### config.mk
export PLATFORM = sky130hd
export DESIGN_NAME = ddr_powerup_seq
export DESIGN_NICKNAME = d
export VERILOG_FILES = /design/src/rtl/ddr_init_pkg.sv /design/src/rtl/ddr_init_script.sv /design/src/rtl/ddr_init_timer.sv /design/src/rtl/ddr_init_fsm.sv /design/src/rtl/ddr_powerup_seq.sv
export SDC_FILE = /design/constraint.sdc
export NUM_CORES = 1
export LEC_CHECK = 0
export CORE_AREA = 2 2 46 48
export CTS_BUF_LIST = sky130_fd_sc_hd__clkbuf_16
export DETAILED_ROUTE_END_ITERATION = 10
export DIE_AREA = 0 0 48 50
export DONT_BUFFER_PORTS = 1
export MAX_ROUTING_LAYER = met4
export PLACE_DENSITY = 0.65
export SLEW_MARGIN = 10
export SYNTH_ARGS = -nofsm -noshare
export SYNTH_HDL_FRONTEND = slang
export SYNTH_SLANG_ARGS = --single-unit
### constraint.sdc
create_clock -name clk -period 2.45 [get_ports clk]
set_clock_uncertainty 0.1 [all_clocks]
set_input_delay 0.1225 -clock clk [delete_from_list [all_inputs] [get_ports clk]]
set_output_delay 0.1225 -clock clk [all_outputs]
set_load 0.1 [all_outputs]
### src/rtl/ddr_init_pkg.sv
`timescale 1ns/1ps
package ddr_init_pkg;

   typedef enum logic [2:0] {
      CMD_LMR = 3'b000,
      CMD_REF = 3'b001,
      CMD_PRE = 3'b010,
      CMD_NOP = 3'b111
   } ddr_cmd_e;

   typedef enum logic [2:0] {
      ST_IDLE,
      ST_ISSUE,
      ST_GAP,
      ST_FINAL,
      ST_DONE
   } seq_state_e;

   localparam int STEPS     = 8;
   localparam int STEP_W    = 3;
   localparam int MODE_W    = 12;
   localparam int BANK_W    = 2;

   localparam logic [MODE_W-1:0] W_ZERO    = 12'h000;
   localparam logic [MODE_W-1:0] W_PRE_ALL = 12'h400;
   localparam logic [MODE_W-1:0] W_DLL_OFF = 12'h001;
   localparam logic [MODE_W-1:0] W_MR_RST  = 12'h121;
   localparam logic [MODE_W-1:0] W_MR_RUN  = 12'h021;

endpackage

### src/rtl/ddr_init_script.sv
`timescale 1ns/1ps
module ddr_init_script
   import ddr_init_pkg::*;
#(
   parameter int ROW_W = 13
) (
   input  logic [STEP_W-1:0] step,
   input  logic              dll_bypass,
   output ddr_cmd_e          cmd,
   output logic [BANK_W-1:0] ba,
   output logic [ROW_W-1:0]  row
);

   logic [MODE_W-1:0] word;

   always_comb begin
      cmd  = CMD_NOP;
      ba   = '0;
      word = W_ZERO;
      unique case (step)
         3'd0: cmd = CMD_NOP;
         3'd1: begin cmd = CMD_PRE; word = W_PRE_ALL; end
         3'd2: begin
            cmd  = CMD_LMR;
            ba   = 2'b01;
            word = dll_bypass ? W_DLL_OFF : W_ZERO;
         end
         3'd3: begin cmd = CMD_LMR; word = W_MR_RST; end
         3'd4: begin cmd = CMD_PRE; word = W_PRE_ALL; end
         3'd5: cmd = CMD_REF;
         3'd6: cmd = CMD_REF;
         default: begin cmd = CMD_LMR; word = W_MR_RUN; end
      endcase
   end

   generate
      if (ROW_W > MODE_W) begin : g_wide
         assign row = {{(ROW_W-MODE_W){1'b0}}, word};
      end else begin : g_narrow
         assign row = word;
      end
   endgenerate

endmodule

### src/rtl/ddr_init_timer.sv
`timescale 1ns/1ps
module ddr_init_timer #(
   parameter int CNT_W = 8
) (
   input  logic             clk,
   input  logic             rst,
   input  logic             load,
   input  logic [CNT_W-1:0] load_val,
   output logic             expired
);

   logic [CNT_W-1:0] cnt;

   always_ff @(posedge clk) begin
      if (rst)            cnt <= '0;
      else if (load)      cnt <= load_val;
      else if (cnt != '0) cnt <= cnt - 1'b1;
   end

   assign expired = (cnt == '0);

endmodule

### src/rtl/ddr_init_fsm.sv
`timescale 1ns/1ps
module ddr_init_fsm
   import ddr_init_pkg::*;
#(
   parameter int GAP_CYCLES   = 4,
   parameter int FINAL_CYCLES = 100,
   parameter int CNT_W        = 7
) (
   input  logic             clk,
   input  logic             rst,
   input  logic             start,
   input  logic             tmr_expired,
   output logic             tmr_load,
   output logic [CNT_W-1:0] tmr_val,
   output seq_state_e       state,
   output logic [STEP_W-1:0] step
);

   localparam logic [STEP_W-1:0] LAST_STEP = STEP_W'(STEPS-1);
   localparam logic [CNT_W-1:0]  GAP_LD    = CNT_W'(GAP_CYCLES-1);
   localparam logic [CNT_W-1:0]  FINAL_LD  = CNT_W'(FINAL_CYCLES-1);

   always_ff @(posedge clk) begin
      if (rst) begin
         state <= ST_IDLE;
         step  <= '0;
      end else begin
         unique case (state)
            ST_IDLE:  if (start) state <= ST_ISSUE;
            ST_ISSUE: state <= (step == LAST_STEP) ? ST_FINAL : ST_GAP;
            ST_GAP: if (tmr_expired) begin
               state <= ST_ISSUE;
               step  <= step + 1'b1;
            end
            ST_FINAL: if (tmr_expired) state <= ST_DONE;
            default:  state <= ST_DONE;
         endcase
      end
   end

   assign tmr_load = (state == ST_ISSUE);
   assign tmr_val  = (step == LAST_STEP) ? FINAL_LD : GAP_LD;

endmodule

### src/rtl/ddr_powerup_seq.sv
`timescale 1ns/1ps
module ddr_powerup_seq
   import ddr_init_pkg::*;
#(
   parameter int ROW_W        = 13,
   parameter int GAP_CYCLES   = 4,
   parameter int FINAL_CYCLES = 100
) (
   input  logic             clk,
   input  logic             rst,
   input  logic             start,
   input  logic             dll_bypass,
   output logic             cke,
   output logic             ras_n,
   output logic             cas_n,
   output logic             we_n,
   output logic [1:0]       ba,
   output logic [ROW_W-1:0] row,
   output logic             done
);

   localparam int LONGEST = (GAP_CYCLES > FINAL_CYCLES) ? GAP_CYCLES : FINAL_CYCLES;
   localparam int CNT_W   = (LONGEST < 2) ? 1 : $clog2(LONGEST);

   generate
      if (ROW_W < 12 || ROW_W > 14) begin : g_bad_row
         $error("ROW_W must be 12, 13 or 14");
      end
      if (GAP_CYCLES < 1) begin : g_bad_gap
         $error("GAP_CYCLES must be at least 1");
      end
      if (FINAL_CYCLES < 1) begin : g_bad_final
         $error("FINAL_CYCLES must be at least 1");
      end
   endgenerate

   seq_state_e        state;
   logic [STEP_W-1:0] step;
   logic              tmr_load;
   logic              tmr_expired;
   logic [CNT_W-1:0]  tmr_val;
   ddr_cmd_e          scr_cmd;
   logic [BANK_W-1:0] scr_ba;
   logic [ROW_W-1:0]  scr_row;

   ddr_init_fsm #(
      .GAP_CYCLES  (GAP_CYCLES),
      .FINAL_CYCLES(FINAL_CYCLES),
      .CNT_W       (CNT_W)
   ) u_fsm (
      .clk        (clk),
      .rst        (rst),
      .start      (start),
      .tmr_expired(tmr_expired),
      .tmr_load   (tmr_load),
      .tmr_val    (tmr_val),
      .state      (state),
      .step       (step)
   );

   ddr_init_timer #(.CNT_W(CNT_W)) u_tmr (
      .clk     (clk),
      .rst     (rst),
      .load    (tmr_load),
      .load_val(tmr_val),
      .expired (tmr_expired)
   );

   ddr_init_script #(.ROW_W(ROW_W)) u_script (
      .step      (step),
      .dll_bypass(dll_bypass),
      .cmd       (scr_cmd),
      .ba        (scr_ba),
      .row       (scr_row)
   );

   logic issuing;
   assign issuing = (state == ST_ISSUE);

   assign cke                 = (state != ST_IDLE);
   assign {ras_n, cas_n, we_n} = issuing ? scr_cmd : CMD_NOP;
   assign ba                  = issuing ? scr_ba  : '0;
   assign row                 = issuing ? scr_row : '0;
   assign done                = (state == ST_DONE);

endmodule

==> run metrics <==
status=complete, no violations; most frequently used flop master after synthesis=dfxtp_1; Vias/cell=4.80; FP Rows=16; Iter 0 DRT Violations=9; RSZ-0062 raised after global routing=false; ANT nets after route=0; crit path kind=reg2out; commonest non-fill, non-tap cell in the layout=dfxtp_1; Die Width=48 µm; pin count of the biggest net entering global routing=11; Multi-input gate area=between 500 and 600 µm²; crit path DAT=between 2 and 2.5 ns; Post-synth EDFFs=0; layout cells sized above 1=18.1%; IO buf count=0; Worst Hold Class=in2reg; combinational cell fraction of total power=between 50% and 60%; Yosys top cell area share=around 28%; Distinct cells, synth=38; hold violation count in the final report=0; fin crit period=between 2 and 2.5 ns; Reg area=between 200 and 300 µm²; crit path capture type=output pin; Skew-Pair Late Insertion Delay=0.24 ns; Sequential Power Share=25.0%; Post-Route WL=approximately 1.6 mm; Worst slew margin=approximately 45%; Placed Cells=between 100 and 150; clk root buf=clkbuf_16; Syn Area/Cell=between 8 and 9 µm²; gr ovfl total=0; die area=about 2400 µm²; total global-route track usage=between 10% and 20%; Setup-failing EPs final=0; synthesized flop and latch total=13; Remaining DRCs=0; post-synthesis sequential area ratio=28.5%; switch share=between 40% and 50%; Warnings, synthesis=0; Final period util=93.4%; Max Slew Vio Count=0; power share of the clock group=between 20% and 30%; MaxCap Viol Count=0; internal power=around 720 µW; # IOs=24; TritonRoute pass-1 iters=4; P&R area growth vs syn=18.3%; H-tree depth=1; Cell Area, Synth=around 910 µm²; Fmax=around 0.44 GHz; chip height=50 µm; Synth async-reset ratio=0%; WL per Instance=roughly 11 µm; commonest cells after routing, fill and taps aside=dfxtp_1, ha_1, conb_1, buf_4; Syn Inst Count=106; WP data required=roughly 2.2 ns; startpoint types=register; measured slew at the worst slew-check pin=0.823 ns; crit path max fanout=9; non-filler cells, final=around 140; clk sinks=13; Resized cells post-CTS=0; peak supply drop=around 0.83 mV; gp weighted congestion=around 0.80; Fillers=between 150 and 200; first-pass GRT wire length=~2.8 mm; DP HPWL=~1.3 mm; Area contributors post-synth=dfxtp_1, ha_1, buf_4; clk buf depth=2; TritonCTS clock tree=yes; Pwr Density=1260 nW/µm²; Lkg Pwr=0.477 nW; total power=roughly 1.4 mW; final net count=around 130; clk slew on worst S/H paths=approximately 0.05 ns; CTS buffer count=3; largest area contributor in the netlist=dfxtp_1; net switching power=approximately 650 µW; initial core utilization=approximately half; vias in the first global route=656; antenna violations before repair=0; vias=around 700; core area=~1900 µm²; # diodes=0
[Yosys cell counts (2+ instances only)]
cell type / n
ha_1: 10
nand2b_1: 3
nor3b_1: 3
xor2_1: 3
buf_4: 10
inv_1: 7
nand2_1: 3
o21ai_0: 4
dfxtp_1: 13
xnor2_1: 4
mux2i_1: 2
nor3_1: 2
or3_1: 2
clkbuf_1: 2
a21oi_1: 6
buf_2: 2
nor2_1: 9
[critical path, cell delays in order, from the launching register on]
cell	delay [ns]
dfxtp_1	0.50
or3b_1	0.52
a21oi_1	0.30
a31o_2	0.22
buf_4	0.28
[per-layer routing]
metal	wire (µm)	share of wire, %	global-route usage, %	vias up
met1	783	48	20.9	308
met2	766	47	25.1	16
li1	-	-	-	359
met3	64	3.9	4.40	4
met4	14	0.86	4.05	0
met5	0	0	-	-
[registers in the layout (all words and copies together) (netlist names)]
register	cells
u_fsm.state	3
u_fsm.step	3
u_tmr.cnt	7
[power groups by stage]
stage	sequential, mW	clock [mW]	combinational (mW)
final	0.341	0.299	0.726
after global placement	0.341	0	0.705
after global routing	0.354	0.312	0.790
after floorplan	0.312	0	0.641
after detailed placement	0.344	0	0.715
after CTS	0.340	0.302	0.724
[through the flow]
stage / setup WS [ns] / utilization [%] / TNS [ns] / area [µm²] / hold WS (ns)
after floorplan: -0.229 / - / -0.229 / 956 / 0.124
after global placement: 0.473 / 52.2 / 0 / 993 / 0.0939
after detailed placement: 0.429 / 52.2 / 0 / 993 / 0.0947
after CTS: 0.156 / 56.9 / 0 / 1080 / 0.0116
after global routing: 0.0257 / 56.9 / 0 / 1080 / 0.0376
final: 0.161 / 56.9 / 0 / 1080 / 0.0103
[worst paths after layout]
path                  start             to  slack, ns  depth (start not counted)
min                     rst   u_tmr.cnt[4]       0.01                          2
min reg2reg   u_fsm.step[1]  u_fsm.step[1]       0.41                          2
max reg2reg    u_tmr.cnt[2]   u_tmr.cnt[1]       0.51                          4
max          u_fsm.state[0]         row[5]       0.16                          4
[cell families (layout without fill, tap and decap cells)]
group	after synthesis	count (layout)	synth area share [%]
xor gates and xnor gates	7	7	6.70
muxes	3	3	3.42
AOI/OAI and AO/OA	19	19	13.8
and+or+nand+nor	32	32	20.5
other	1	10	0.410
buffers and inverters	21	22	13.0
DFF	13	13	28.5
adders and majority gates	10	10	13.7
[final cells by class]
cell class / instances / share of cell area [%]
tap: 27 / 3.12
multi-input combinational: 81 / 54.1
sequential: 13 / 24.0
clock inverter: 1 / 0.347
timing repair buffer: 11 / 9.02
clock buffer: 3 / 6.94
inverter: 7 / 2.43
[timing repair]
item / 4_1_cts / 5_1_grt
hold buffers: 1 / 0
setup buffers: 0 / 0
hold endpoints to repair: 10 / 0
(Power assumes the default switching activity.)
